`src/rtl/udc_pkg.sv`:
```
package udc_pkg;

  typedef enum logic [2:0] {
    OP_HOLD   = 3'd0,
    OP_SETALL = 3'd1,
    OP_ZERO   = 3'd2,
    OP_LOAD   = 3'd3,
    OP_INC    = 3'd4,
    OP_DEC    = 3'd5
  } udc_op_e;

  // Fixed priority: set-all, sync zero, load, gated count, hold.
  function automatic udc_op_e udc_decode(input logic preset, input logic sclr,
                                         input logic load, input logic en,
                                         input logic cin, input logic up);
    if (preset)         return OP_SETALL;
    else if (sclr)      return OP_ZERO;
    else if (load)      return OP_LOAD;
    else if (en && cin) return up ? OP_INC : OP_DEC;
    else                return OP_HOLD;
  endfunction

endpackage

```
`src/rtl/udc_termdet.sv`:
```
module udc_termdet #(
  parameter int W = 8
) (
  input  logic [W-1:0] q,
  input  logic         cin,
  input  logic         en,
  input  logic         up,
  output logic         cout
);
  logic at_top;
  logic at_bot;

  always_comb begin
    at_top = &q;
    at_bot = ~|q;
    cout   = cin & en & (up ? at_top : at_bot);
  end
endmodule

```
`src/rtl/udc_slice.sv`:
```
module udc_slice
  import udc_pkg::*;
#(
  parameter int W = 8
) (
  input  logic         clk,
  input  logic         clr_async,
  input  logic         preset,
  input  logic         sclr,
  input  logic         load,
  input  logic [W-1:0] d,
  input  logic         en,
  input  logic         cin,
  input  logic         up,
  output logic [W-1:0] q,
  output logic         cout
);
  localparam logic [W-1:0] ALL_ONES = {W{1'b1}};
  localparam logic [W-1:0] ONE      = {{(W-1){1'b0}}, 1'b1};

  udc_op_e      op;
  logic [W-1:0] q_r;
  logic [W-1:0] q_nx;
  logic         upd;

  // next-state process
  always_comb begin
    op   = udc_decode(preset, sclr, load, en, cin, up);
    upd  = (op != OP_HOLD);
    case (op)
      OP_SETALL: q_nx = ALL_ONES;
      OP_ZERO:   q_nx = '0;
      OP_LOAD:   q_nx = d;
      OP_INC:    q_nx = q_r + ONE;
      OP_DEC:    q_nx = q_r - ONE;
      default:   q_nx = q_r;
    endcase
  end

  // register process with written-out clock enable
  always_ff @(posedge clk or posedge clr_async) begin
    if (clr_async)  q_r <= '0;
    else if (upd)   q_r <= q_nx;
  end

  assign q = q_r;

  udc_termdet #(.W(W)) term_i (
    .q    (q_r),
    .cin  (cin),
    .en   (en),
    .up   (up),
    .cout (cout)
  );

  AST_PRESET_ALL_ONES: assert property (@(posedge clk) disable iff (clr_async)
    preset |=> (q == ALL_ONES));
  AST_SCLR_TO_ZERO: assert property (@(posedge clk) disable iff (clr_async)
    (!preset && sclr) |=> (q == '0));
  AST_LOAD_TAKES_DATA: assert property (@(posedge clk) disable iff (clr_async)
    (!preset && !sclr && load) |=> (q == $past(d)));
  AST_IDLE_HOLDS: assert property (@(posedge clk) disable iff (clr_async)
    (!preset && !sclr && !load && !(en && cin)) |=> $stable(q));
  AST_STEP_UP: assert property (@(posedge clk) disable iff (clr_async)
    (!preset && !sclr && !load && en && cin && up) |=> (q == $past(q) + ONE));
  AST_STEP_DOWN: assert property (@(posedge clk) disable iff (clr_async)
    (!preset && !sclr && !load && en && cin && !up) |=> (q == $past(q) - ONE));
  AST_CARRY_MIDRANGE: assert property (@(posedge clk) disable iff (clr_async)
    ((q != ALL_ONES) && (q != '0)) |-> !cout);
  AST_CARRY_GATED: assert property (@(posedge clk) disable iff (clr_async)
    cout |-> (cin && en));
endmodule

```
`src/rtl/udc_cascade.sv`:
```
module udc_cascade #(
  parameter int SLICE_W    = 8,
  parameter int NUM_SLICES = 4
) (
  input  logic                          clk,
  input  logic                          clr_async,
  input  logic                          preset,
  input  logic                          sclr,
  input  logic                          load,
  input  logic [SLICE_W*NUM_SLICES-1:0] din,
  input  logic                          en,
  input  logic                          cin,
  input  logic                          up,
  output logic [SLICE_W*NUM_SLICES-1:0] count,
  output logic                          cout
);
  localparam int CNT_W = SLICE_W * NUM_SLICES;

  logic [NUM_SLICES:0] carry;

  assign carry[0] = cin;

  for (genvar k = 0; k < NUM_SLICES; k++) begin : g_slice
    udc_slice #(.W(SLICE_W)) slice_i (
      .clk       (clk),
      .clr_async (clr_async),
      .preset    (preset),
      .sclr      (sclr),
      .load      (load),
      .d         (din[k*SLICE_W +: SLICE_W]),
      .en        (en),
      .cin       (carry[k]),
      .up        (up),
      .q         (count[k*SLICE_W +: SLICE_W]),
      .cout      (carry[k+1])
    );
  end

  assign cout = carry[NUM_SLICES];

  AST_ASYNC_ZERO: assert property (@(posedge clk)
    clr_async |-> (count == '0));
  AST_WIDE_INC: assert property (@(posedge clk) disable iff (clr_async)
    (!preset && !sclr && !load && en && cin && up) |=>
      (count == $past(count) + {{(CNT_W-1){1'b0}}, 1'b1}));
  AST_WIDE_DEC: assert property (@(posedge clk) disable iff (clr_async)
    (!preset && !sclr && !load && en && cin && !up) |=>
      (count == $past(count) - {{(CNT_W-1){1'b0}}, 1'b1}));
  AST_TOP_CARRY_TERMINAL: assert property (@(posedge clk) disable iff (clr_async)
    cout |-> ((up && count == {CNT_W{1'b1}}) || (!up && count == '0)));
endmodule

```
`config.mk`:
```
export PLATFORM = sky130hd
export DESIGN_NAME = udc_cascade
export DESIGN_NICKNAME = d
export VERILOG_FILES = /design/src/rtl/udc_pkg.sv /design/src/rtl/udc_termdet.sv /design/src/rtl/udc_slice.sv /design/src/rtl/udc_cascade.sv
export SDC_FILE = /design/constraint.sdc
export NUM_CORES = 1
export LEC_CHECK = 0
export BUFFER_PORTS_ARGS = -buffer_cell sky130_fd_sc_hd__buf_4
export CORE_MARGIN = 3
export CORE_UTILIZATION = 49
export DETAILED_ROUTE_END_ITERATION = 10
export GPL_ROUTABILITY_DRIVEN = 0
export PLACE_DENSITY_LB_ADDON = 0.3
export SYNTH_ARGS = -nofsm -noshare
export SYNTH_HDL_FRONTEND = slang
export SYNTH_SLANG_ARGS = --single-unit
```
`constraint.sdc`:
```
create_clock -name clk -period 3.5 [get_ports clk]
set_clock_uncertainty 0.2 [all_clocks]
set_input_delay 0.7 -clock clk [delete_from_list [all_inputs] [get_ports clk]]
set_output_delay 0.7 -clock clk [all_outputs]
set_load 0.02 [all_outputs]
```
==> results by group, run 1 <==
Status
  – Status: complete, no violations

Cells and area
  – Antenna Cells: 0
  – Net count, final: 523
  – Fillers: 456
  – Ratio of cells with drive above 1 in the final layout: 0.345
  – Number of flip-flops in the largest register: 32
  – Most frequent cells in the layout: buf_4 (115), nor2_1 (50), a21oi_1 (31)
  – Area grow syn2layout: 41.9%
  – Commonest non-fill, non-tap cell in the layout: buf_4
  – Final core utilization: 0.727

Clock tree
  – Total CTS buffers: 5
  – Max Root-Sink Buffers: 2
  – H-tree depth: 2
  – Root cell of the clock tree: clkbuf_8
  – Worst skew pair latency: 0.29 ns
  – Reg clk slew, reported paths: 0.07 ns
  – Clock sink count: 32
  – CTS tree: yes

Floorplan
  – Row cnt: 27
  – Core area: 5570 µm²
  – Starting Density: 0.513
  – Die Y-Extent: 82.4 µm
  – Die W: 82.4 µm
  – Die ar.: 6780 µm²
  – # IOs: 73

Drt
  – Routed vias: 3146
  – Routed WL: 8750 µm
  – # DRC: 0
  – Post-route ant nets: 0
  – Vias/cell: 5.97
  – Drt first-iter violations: 141
  – DR pass1 iterations: 4
  – Routed WL per cell: 16.6 µm

GRT
  – Vias in the first global route: 3161
  – Largest net degree at the start of global routing: 33
  – Total track usage: 0.273
  – Overflow after GRT: 0
  – Initial antenna violation count: 0
  – Global-route wire length before repair: 14600 µm

Synth
  – Top-area cell type share of the netlist area: 0.280
  – Async SR Flop Fraction: 1.00
  – Post-synthesis cell count: 344
  – Largest cells by area after synthesis: dfrtp_1 (28%), ha_1 (11%), nor2_1 (6.8%)
  – Number of synthesized flops with an enable pin: 0
  – Synth area leader: dfrtp_1
  – Synth Area per Inst: 8.31 µm²
  – Post-synthesis sequential area ratio: 0.280
  – Synth Net Count: 412
  – Ys flop type: dfrtp_1
  – Library cells used by synthesis: 48
  – Ys Warns: 0
  – Seq cells post-synth: 32
  – Post-Synthesis Cell Area: 2860 µm²

STA
  – Final Hold Fails: 0
  – Fin crit share: 0.993
  – Final Setup Violations: 0
  – Max-slew headroom: 0.649
  – Unrepaired setup endpoints after global routing: yes
  – Final worst path period need: 3.48 ns
  – Worst Tran Pin Value: 0.521 ns
  – Final Max Tran Viols: 0
  – Max Clock Freq: 288 MHz

Pwr
  – Leakage: 1.87 nW
  – Post-layout total power: 1.30 mW
  – Max rail drop VDD: 0.000184 V
  – PwrDens: 321 nW/µm²

Critical path
  – CP Data Arrival Time: 3.49 ns
  – Endpoint type of the worst setup path: flip-flop
  – Crit Path Category: reg2reg
  – CP max stage delay: 0.49 ns
  – Crit-path max FO: 5
  – Critical Path RT: 3.51 ns
  – Critical path's top delay family: compound AO/OA/AOI/OAI gates
  – Critical-path cell list: buf_4 > nand4_1 > nor3_1 > o21a_4 > and2_4 > nand2b_4 > inv_6 > ha_4 > a21oi_4 > o211ai_1 > o41ai_2 > xnor2_1 > a221o_1 > a31oi_1
  – Slowest library cell on the worst path: o41ai_2
  – Critical path startpoint category: flip-flop
  – CP bufs+invs: 2

Run
  – Max Cap Viol: 0

Placed design
  – PortBufs: 72
  – Post-DP HPWL: 6730 µm

Hold path
  – Hold WC Path Type: in2async
-- path summary, 6_finish.rpt --
path	to	slack, ns	cells after the start	from
worst max-delay path	g_slice[2].slice_i.q[7]$_DFFE_PP0P_	0.02	14	g_slice[0].slice_i.q[2]$_DFFE_PP0P_
worst min-delay path	g_slice[3].slice_i.q[5]$_DFFE_PP0P_	0.30	3	clr_async
worst max register to register	g_slice[2].slice_i.q[7]$_DFFE_PP0P_	0.02	14	g_slice[0].slice_i.q[2]$_DFFE_PP0P_
worst min register to register	g_slice[3].slice_i.q[4]$_DFFE_PP0P_	0.43	1	g_slice[3].slice_i.q[4]$_DFFE_PP0P_
max in group asynchronous	g_slice[2].slice_i.q[2]$_DFFE_PP0P_	2.47	3	clr_async
min in group clk	g_slice[2].slice_i.q[6]$_DFFE_PP0P_	0.43	3	din[22]
-- stage by stage --
| stage | instance area (µm²) | TNS, ns | instances | hold slack, ns | worst slack, ns |
|---|---|---|---|---|---|
| after detailed placement | 3860 | -0.497 | 516 | 0.397 | -0.164 |
| final | 4060 | 0 | 527 | 0.302 | 0.0233 |
| after CTS | 3960 | 0 | 523 | 0.317 | 0.0752 |
| after global placement | 3860 | -0.0738 | 516 | 0.382 | -0.0424 |
| after global routing | 4060 | -0.218 | 527 | 0.335 | -0.117 |
| after floorplan | 3010 | -0.0697 | 344 | 0.464 | -0.0270 |
-- cell usage after synthesis, drive strengths merged, types with 2 or more instances --
master   instances
o21ai           15
dfrtp           32
buf              7
nor4             8
a221oi           6
xor2             3
o21a             2
nor3            16
a21oi           34
nand4            6
xnor2           18
a22oi            8
and3             2
nor3b            4
a31oi            4
a211oi           4
nand2b           3
ha              24
nor2            52
a221o            3
a21o            10
a2bb2oi          7
o31ai            2
o41ai            4
nor2b            3
nand2           22
o21bai           3
inv             19
fa               4
clkbuf           4
nand3            5
-- worst min-delay path, cell delays in order --
cell	delay [ns]
buf_4	0.11
inv_1	0.04
buf_4	0.38
-- kinds of logic (layout without fill, tap and decap cells) --
logic type | Yosys count | in the layout | share of synthesized area
buffers and inverters | 30 | 141 | 0.0429
xor gates and xnor gates | 22 | 22 | 0.0722
and+or+nand+nor | 124 | 124 | 0.207
DFF | 32 | 32 | 0.280
AOI/OAI and AO/OA | 108 | 108 | 0.264
adders and majority gates | 28 | 28 | 0.133
-- timing repair --
action / in CTS / in global routing
cloned: 0 / 0
endpoints found under the setup margin: 1 / 5
buffers inserted: 0 / 4
hold buffers: 0 / 0
gates resized for setup: 1 / 15
pin swaps: 0 / 7
-- power by group --
part,internal (mW),switching (mW)
registers,0.411,0.0676
logic,0.245,0.255
clock network,0.175,0.148
-- final cells by class --
class | instances | area (µm²) | share of cell area
inverter | 19 | 78.8 | 0.0194
multi-input combinational | 282 | 2120 | 0.524
tap | 72 | 90.1 | 0.0222
clock buffer | 7 | 96.3 | 0.0238
sequential | 32 | 803 | 0.198
timing repair buffer | 115 | 863 | 0.213
-- per-layer routing --
layer | vias to the layer above | track usage | share of wire
met3 | 15 | 0.0423 | 0.060
met5 | - | 0 | 0
met4 | 0 | 0.0781 | 0.016
li1 | 1484 | - | -
met1 | 1535 | 0.359 | 0.43
met2 | 112 | 0.462 | 0.50
Power figures use the tool's default switching activity.
==> inputs of run 2 (changes only) <==
--- a/config.mk
+++ b/config.mk
@@ -7,10 +7,11 @@
 export LEC_CHECK = 0
 export BUFFER_PORTS_ARGS = -buffer_cell sky130_fd_sc_hd__buf_4
 export CORE_MARGIN = 3
-export CORE_UTILIZATION = 49
+export CORE_UTILIZATION = 51
 export DETAILED_ROUTE_END_ITERATION = 10
 export GPL_ROUTABILITY_DRIVEN = 0
 export PLACE_DENSITY_LB_ADDON = 0.3
 export SYNTH_ARGS = -nofsm -noshare
 export SYNTH_HDL_FRONTEND = slang
+export SYNTH_HIERARCHICAL = 1
 export SYNTH_SLANG_ARGS = --single-unit
==> run 2 against run 1 <==
Net effect:
- the run now ends with negative setup slack left
- utilization is 3.7 points higher
- combinational power grew 17%
- critical path depth is 7 higher
- synthesized area up 21%
- routed wire length increased by 34%
- worst hold slack lost 0.12 ns
- cell count rose by 20%
- cell area rose by 22%
- critical path type unchanged
- largest power group unchanged
- sequential power shrank 2%
==> results by group, run 2 <==
STA
  – Min setup slack post-route: -0.952 ns (was 0.0233 ns)
  – Final Max Tran Viols: 0 (unchanged)
  – Final Setup Violations: 12 (was 0)
  – Max Clock Freq: 225 MHz (was 288 MHz)
  – Final Hold Fails: 0 (unchanged)
  – Final worst path period need: 4.45 ns (was 3.48 ns)
  – Max-slew headroom: 0.600 (was 0.649)
  – Worst Tran Pin Value: 0.598 ns (was 0.521 ns)
  – Hold slack: 0.182 ns (was 0.302 ns)
  – Fin crit share: 1.27 (was 0.993)
  – Unrepaired setup endpoints after global routing: yes (unchanged)

Floorplan
  – # IOs: 73 (unchanged)
  – Die Y-Extent: 88.4 µm (was 82.4 µm)
  – Core area: 6460 µm² (was 5570 µm²)
  – Die ar.: 7820 µm² (was 6780 µm²)
  – Starting Density: 0.537 (was 0.513)
  – Die W: 88.4 µm (was 82.4 µm)
  – Row cnt: 29 (was 27)

Synth
  – Number of synthesized flops with an enable pin: 0 (unchanged)
  – Largest cells by area after synthesis: dfrtp_1 (23%), nor2_1 (4.8%), ha_1 (4.3%) (was dfrtp_1 (28%), ha_1 (11%), nor2_1 (6.8%))
  – Count leader, synth: nor2_1 (unchanged)
  – Post-Synthesis Cell Area: 3470 µm² (was 2860 µm²)
  – Post-synthesis cell count: 415 (was 344)
  – Top-area cell type share of the netlist area: 0.231 (was 0.280)
  – Library cells used by synthesis: 59 (was 48)
  – Synth area leader: dfrtp_1 (unchanged)
  – Async SR Flop Fraction: 1.00 (unchanged)
  – Synth Net Count: 467 (was 412)
  – Seq cells post-synth: 32 (unchanged)
  – Synth Area per Inst: 8.35 µm² (was 8.31 µm²)
  – Ys Warns: 6 (was 0)
  – Post-synthesis sequential area ratio: 0.231 (was 0.280)
  – Ys flop type: dfrtp_1 (unchanged)
  – Synth cell count leaders: nor2_1 (44), dfrtp_1 (32), a21oi_1 (29) (was nor2_1 (52), a21oi_1 (34), dfrtp_1 (32))

Cells and area
  – Ratio of cells with drive above 1 in the final layout: 0.412 (was 0.345)
  – Area grow syn2layout: 42.4% (was 41.9%)
  – Fillers: 459 (was 456)
  – Net count, final: 605 (was 523)
  – Number of flip-flops in the largest register: 32 (unchanged)
  – Fin area: 4940 µm² (was 4060 µm²)
  – Commonest non-fill, non-tap cell in the layout: buf_4 (unchanged)
  – Area of the multi-input gates: 2720 µm² (was 2120 µm²)
  – Reg area: 802 µm² (was 803 µm²)
  – Final core utilization: 0.764 (was 0.727)
  – Most frequent cells in the layout: buf_4 (138), nor2_1 (43), dfrtp_1 (31) (was buf_4 (115), nor2_1 (50), a21oi_1 (31))
  – Antenna Cells: 0 (unchanged)
  – Non-filler cells, final: 631 (was 527)

Placed design
  – Cell Count Post-Placement: 610 (was 516)
  – Post-DP HPWL: 8050 µm (was 6730 µm)
  – PortBufs: 72 (unchanged)
  – Placed Area: 4520 µm² (was 3860 µm²)

Clock tree
  – Clock sink count: 32 (unchanged)
  – Cts-stage hold buffer count: 0 (unchanged)
  – Worst skew pair latency: 0.29 ns (about the same)
  – Total CTS buffers: 5 (unchanged)
  – H-tree depth: 2 (unchanged)
  – CTS tree: yes (unchanged)
  – Max Root-Sink Buffers: 2 (unchanged)
  – Reg clk slew, reported paths: 0.08 ns (was 0.07 ns)
  – Root cell of the clock tree: clkbuf_8 (unchanged)

GRT
  – Initial antenna violation count: 0 (unchanged)
  – Overflow after GRT: 0 (unchanged)
  – Global-route wire length before repair: 18500 µm (was 14600 µm)
  – Largest net degree at the start of global routing: 36 (was 33)
  – Vias in the first global route: 3896 (was 3161)
  – Total track usage: 0.296 (was 0.273)

Critical path
  – CP max stage delay: 0.42 ns (was 0.49 ns)
  – Crit Path Category: reg2reg (unchanged)
  – CP Data Arrival Time: 4.42 ns (was 3.49 ns)
  – Endpoint type of the worst setup path: flip-flop (unchanged)
  – Reg2Reg Depth: 21 (was 14)
  – Worst r2r src: g_slice[0].slice_i/q[1]$_DFFE_PP0P_ (was g_slice[0].slice_i.q[2]$_DFFE_PP0P_)
  – Critical Path RT: 3.47 ns (was 3.51 ns)
  – Slowest library cell on the worst path: or3_4 (was o41ai_2)
  – RR Endpoint: g_slice[3].slice_i/q[7]$_DFFE_PP0P_ (was g_slice[2].slice_i.q[7]$_DFFE_PP0P_)
  – Crit. Startpoint: g_slice[0].slice_i/q[1]$_DFFE_PP0P_ (was g_slice[0].slice_i.q[2]$_DFFE_PP0P_)
  – Worst reg2reg setup slack: -0.95 ns (was 0.02 ns)
  – Critical-path cell list: buf_4 > nand4_1 > or3_4 > o41ai_4 > buf_4 > nand4_1 > o41ai_4 > buf_4 > nand4_1 > or3_4 > o41ai_4 > nand2_2 > or3_4 > buf_6 > clkinv_4 > ha_4 > o21a_1 > o41a_1 > o32ai_4 > a21oi_2 > a2bb2oi_2 (was buf_4 > nand4_1 > nor3_1 > o21a_4 > and2_4 > nand2b_4 > inv_6 > ha_4 > a21oi_4 > o211ai_1 > o41ai_2 > xnor2_1 > a221o_1 > a31oi_1)
  – Crit-path max FO: 3 (was 5)
  – Critical path startpoint category: flip-flop (unchanged)
  – CP Capture Point: g_slice[3].slice_i/q[7]$_DFFE_PP0P_ (was g_slice[2].slice_i.q[7]$_DFFE_PP0P_)

Status
  – Status: finished with violations (was complete, no violations)
  – Violated checks: negative setup slack

Pwr
  – Net Sw Frac: 0.391 (was 0.361)
  – Int Pwr: 0.814 mW (was 0.831 mW)
  – PwrDens: 271 nW/µm² (was 321 nW/µm²)
  – Combinational share of power: 0.436 (was 0.384)
  – Flop pwr share: 0.349 (was 0.367)
  – Max rail drop VDD: 0.000210 V (was 0.000184 V)
  – Clk pwr share: 0.214 (was 0.249)
  – Leakage: 2.20 nW (was 1.87 nW)
  – Switching power: 0.523 mW (was 0.470 mW)

Drt
  – Post-route ant nets: 0 (unchanged)
  – Routed WL: 11700 µm (was 8750 µm)
  – DR pass1 iterations: 8 (was 4)
  – Routed vias: 4009 (was 3146)
  – # DRC: 0 (unchanged)
  – Drt first-iter violations: 221 (was 141)
  – Vias/cell: 6.35 (was 5.97)
  – Routed WL per cell: 18.6 µm (was 16.6 µm)

Hold path
  – Hold WC Path Type: in2async (unchanged)

Run
  – Max Cap Viol: 0 (unchanged)
-- run 2: layout make-up --
cell class | instances | area share
Clock buffer | 7 | 0.0155
Sequential cell | 32 | 0.162
Multi-Input combinational cell | 343 | 0.552
Tap cell | 77 | 0.0195
Clock inverter | 1 | 0.00101
Timing Repair Buffer | 147 | 0.230
Inverter | 24 | 0.0193
-- run 2: cells by family after synthesis --
| logic type | Yosys count | share of synthesized area |
|---|---|---|
| and+or+nand+nor | 170 | 0.297 |
| AOI/OAI and AO/OA | 135 | 0.286 |
| xor gates and xnor gates | 15 | 0.0379 |
| DFF | 32 | 0.231 |
| adders and majority gates | 12 | 0.0433 |
| muxes | 11 | 0.0332 |
| buffers and inverters | 40 | 0.0708 |
-- run 2: worst min path at each step --
stage / start / to / depth (start not counted)
after global placement: g_slice[2].slice_i/q[4]$_DFFE_PP0P_ / g_slice[2].slice_i/q[4]$_DFFE_PP0P_ / 2
after detailed placement: g_slice[2].slice_i/q[4]$_DFFE_PP0P_ / g_slice[2].slice_i/q[4]$_DFFE_PP0P_ / 2
after global routing: clr_async / g_slice[1].slice_i/q[6]$_DFFE_PP0P_ / 2
after floorplan: clr_async / g_slice[0].slice_i/q[0]$_DFFE_PP0P_ / 1
after CTS: clr_async / g_slice[1].slice_i/q[6]$_DFFE_PP0P_ / 2
final: clr_async / g_slice[1].slice_i/q[6]$_DFFE_PP0P_ / 2
-- run 2: power by group through the flow --
stage	sequential (mW)	combinational, mW	clock, mW
floorplan	0.522	0.251	0
global placement	0.466	0.519	0
detailed placement	0.468	0.533	0
CTS	0.462	0.552	0.290
global route	0.473	0.629	0.301
finish	0.467	0.583	0.286
-- run 2: critical path: cells and delay by family (launching register included) --
family	cells	cell delay (ns)
adders and majority gates	1	0.20
AOI/OAI and AO/OA	8	1.28
and+or+nand+nor	7	1.62
buffers and inverters	5	0.66
DFF	1	0.39
-- run 2: timing repair --
item	CTS	global route
endpoints found under the setup margin	12	17
pin swaps	15	18
cloned	0	0
setup buffers	13	3
resized for setup	23	25
-- run 2: stage by stage --
| step | TNS, ns | setup WS [ns] | power, mW |
|---|---|---|---|
| floorplan | -6.18 | -1.09 | 0.773 |
| global placement | -8.49 | -1.16 | 0.984 |
| detailed placement | -9.91 | -1.24 | 1.00 |
| CTS | -6.02 | -0.927 | 1.30 |
| global route | -9.34 | -1.16 | 1.40 |
| finish | -6.63 | -0.952 | 1.34 |
-- run 2: metal layers --
layer	vias to the layer above	GRT usage	wire length [µm]
met4	0	0.115	303
met5	-	0	0
li1	1874	-	-
met1	1917	0.377	4770
met2	184	0.506	5830
met3	34	0.0438	818
==> inputs of run 3 (changes only) <==
--- a/config.mk
+++ b/config.mk
@@ -11,6 +11,7 @@
 export DETAILED_ROUTE_END_ITERATION = 10
 export GPL_ROUTABILITY_DRIVEN = 0
 export PLACE_DENSITY_LB_ADDON = 0.3
+export SKIP_LAST_GASP = 1
 export SYNTH_ARGS = -nofsm -noshare
 export SYNTH_HDL_FRONTEND = slang
 export SYNTH_HIERARCHICAL = 1
==> constraint.sdc (replaced) <==
create_clock -name clk -period 3.5 [get_ports clk]
set_clock_uncertainty 0.2 [all_clocks]
set_input_delay 0.7 -clock clk [delete_from_list [all_inputs] [get_ports clk]]
set_output_delay 0.7 -clock clk [all_outputs]
set_load 0.05 [all_outputs]
==> run 3 against run 2 <==
Net effect:
- the flow still finishes with violations (negative setup slack)
- global-route usage is 0.61 points lower
- combinational power is 11% higher
- clock-buffer cell count is 1 lower
- clock power is 1% lower
- sequential power is 1% higher
- largest cell class unchanged
- via count is 1.6% lower
- critical path depth is 7 lower
- first-iteration DRC count is 29% lower
==> results by group, run 3 (same netlist as run 2, synthesis figures left out) <==
Pwr
  – PwrDens: 292 nW/µm² (was 271 nW/µm²)
  – Leakage: 2.14 nW (was 2.20 nW)
  – Post-layout total power: 1.40 mW (was 1.34 mW)
  – Max rail drop VDD: 0.000245 V (was 0.000210 V)

Cells and area
  – Antenna Cells: 0 (unchanged)
  – Number of flip-flops in the largest register: 32 (unchanged)
  – Most frequent cells in the layout: buf_4 (136), nor2_1 (44), dfrtp_1 (26) (was buf_4 (138), nor2_1 (43), dfrtp_1 (31))
  – Ratio of cells with drive above 1 in the final layout: 0.398 (was 0.412)
  – Final core utilization: 0.744 (was 0.764)
  – Fin area: 4800 µm² (was 4940 µm²)
  – Net count, final: 600 (was 605)
  – Fillers: 486 (was 459)
  – Area grow syn2layout: 38.6% (was 42.4%)
  – Commonest non-fill, non-tap cell in the layout: buf_4 (unchanged)

Drt
  – Vias/cell: 6.31 (was 6.35)
  – Routed vias: 3944 (was 4009)
  – Routed WL: 11400 µm (was 11700 µm)
  – Drt first-iter violations: 157 (was 221)
  – Routed WL per cell: 18.2 µm (was 18.6 µm)
  – Post-route ant nets: 0 (unchanged)
  – DR pass1 iterations: 6 (was 8)
  – # DRC: 0 (unchanged)

GRT
  – Total track usage: 0.290 (was 0.296)
  – Initial antenna violation count: 0 (unchanged)
  – Largest net degree at the start of global routing: 28 (was 36)
  – Vias in the first global route: 3874 (was 3896)
  – Overflow after GRT: 0 (unchanged)
  – Global-route wire length before repair: 18200 µm (was 18500 µm)

Critical path
  – Critical Path RT: 2.60 ns (was 3.47 ns)
  – Worst r2r src: g_slice[0].slice_i/q[0]$_DFFE_PP0P_ (was g_slice[0].slice_i/q[1]$_DFFE_PP0P_)
  – Worst reg2reg setup slack: -0.82 ns (was -0.95 ns)
  – Crit Path Category: reg2out (was reg2reg)
  – Reg2Reg Depth: 17 (was 21)
  – RR Endpoint: g_slice[3].slice_i/q[4]$_DFFE_PP0P_ (was g_slice[3].slice_i/q[7]$_DFFE_PP0P_)
  – Endpoint type of the worst setup path: output pin (was flip-flop)
  – CP Data Arrival Time: 3.45 ns (was 4.42 ns)
  – Critical path startpoint category: flip-flop (unchanged)
  – Crit-path max FO: 4 (was 3)

Clock tree
  – Reg clk slew, reported paths: 0.07 ns (was 0.08 ns)
  – Max Root-Sink Buffers: 2 (unchanged)
  – Clock sink count: 32 (unchanged)
  – Worst skew pair latency: 0.28 ns (was 0.29 ns)
  – Total CTS buffers: 5 (unchanged)
  – Cts-stage hold buffer count: 0 (unchanged)
  – CTS tree: yes (unchanged)
  – H-tree depth: 2 (unchanged)
  – Root cell of the clock tree: clkbuf_8 (unchanged)

Floorplan
  – Row cnt: 29 (unchanged)
  – Die Y-Extent: 88.4 µm (unchanged)
  – Die W: 88.4 µm (unchanged)
  – Die ar.: 7820 µm² (unchanged)
  – Core area: 6460 µm² (unchanged)
  – Starting Density: 0.537 (unchanged)
  – # IOs: 73 (unchanged)

STA
  – Hold slack: 0.210 ns (was 0.182 ns)
  – Min setup slack post-route: -0.847 ns (was -0.952 ns)
  – Unrepaired setup endpoints after global routing: yes (unchanged)
  – Final Hold Fails: 0 (unchanged)
  – Final Setup Violations: 11 (was 12)
  – Final Max Tran Viols: 0 (unchanged)
  – Fin crit share: 1.24 (was 1.27)
  – Max-slew headroom: 0.602 (was 0.600)
  – Max Clock Freq: 230 MHz (was 225 MHz)
  – Final worst path period need: 4.35 ns (was 4.45 ns)
  – Worst Tran Pin Value: 0.594 ns (was 0.598 ns)

Placed design
  – PortBufs: 72 (unchanged)
  – Post-DP HPWL: 8180 µm (was 8050 µm)
  – Placed Area: 4500 µm² (was 4520 µm²)

Status
  – Violated checks: negative setup slack (unchanged)
  – Status: finished with violations (unchanged)

Run
  – Max Cap Viol: 0 (unchanged)

Hold path
  – Hold WC Path Type: in2async (unchanged)
[run 3: changes by cell type in the layout (fill, tap and decap cells not counted), moves of 2 or more]
cell     before  now
dfrtp_1      31   26
dfrtp_2       1    6
buf_6         9    6
o21ai_0      11   14
buf_4       138  136
o21ai_4       2    0
[run 3: report_power, final]
group	switching, mW	leakage, nW	internal [mW]
sequential	0.0667	0.353	0.407
clock	0.146	0.0410	0.135
combinational	0.386	1.75	0.261
total	0.599	2.14	0.803
[run 3: how the worst max path moves through the flow]
stage                                             start                                  end  slack (ns)  cells past startpoint
floorplan           g_slice[0].slice_i/q[7]$_DFFE_PP0P_  g_slice[3].slice_i/q[4]$_DFFE_PP0P_       -1.18                     18
global placement                                     up  g_slice[3].slice_i/q[4]$_DFFE_PP0P_       -1.12                     18
detailed placement                                   up  g_slice[3].slice_i/q[4]$_DFFE_PP0P_       -1.25                     18
CTS                 g_slice[0].slice_i/q[0]$_DFFE_PP0P_                                 cout       -0.90                     14
global route        g_slice[0].slice_i/q[0]$_DFFE_PP0P_  g_slice[3].slice_i/q[6]$_DFFE_PP0P_       -1.03                     18
finish              g_slice[0].slice_i/q[0]$_DFFE_PP0P_                                 cout       -0.85                     14
[run 3: metrics by stage]
| step | TNS (ns) | setup slack [ns] | std cells |
|---|---|---|---|
| finish | -5.28 | -0.847 | 625 |
| global route | -7.82 | -1.03 | 625 |
| CTS | -5.57 | -0.902 | 622 |
| detailed placement | -9.93 | -1.25 | 610 |
| global placement | -8.51 | -1.12 | 610 |
| floorplan | -7.43 | -1.18 | 415 |
[run 3: worst max-delay path, stage by stage (launching register included)]
cell and delay (ns):
dfrtp_2 0.41, nor4_2 0.26, nand4_1 0.17, o41ai_4 0.32
nand4_1 0.13, or3_4 0.35, o41ai_4 0.07, nand4_1 0.13
or3_4 0.35, o41ai_4 0.07, buf_4 0.19, nand4_1 0.09
or3_4 0.36, o41ai_4 0.06, buf_6 0.20
[run 3: area by class of cell]
type	count	area (µm²)	area share
clock buffer	6	72.6	0.0151
inverter	24	95.1	0.0198
clock inverter	1	5.00	0.00104
tap	77	96.3	0.0201
sequential	32	808	0.168
multi-input combinational	343	2640	0.549
timing repair buffer	142	1090	0.227
[run 3: layer usage]
metal | track usage | part of all wire | up-vias | wire length, µm
met5 | 0 | 0 | - | 0
met4 | 0.0920 | 0.015 | 0 | 174
met3 | 0.0484 | 0.073 | 22 | 827
met2 | 0.498 | 0.50 | 178 | 5710
met1 | 0.373 | 0.41 | 1894 | 4660
li1 | - | - | 1850 | -
[run 3: repair_timing]
item,in CTS,in global routing
cloned,0,0
buffers inserted,6,4
resized for setup,22,13
endpoints found under the setup margin,12,15
pin swaps,18,19
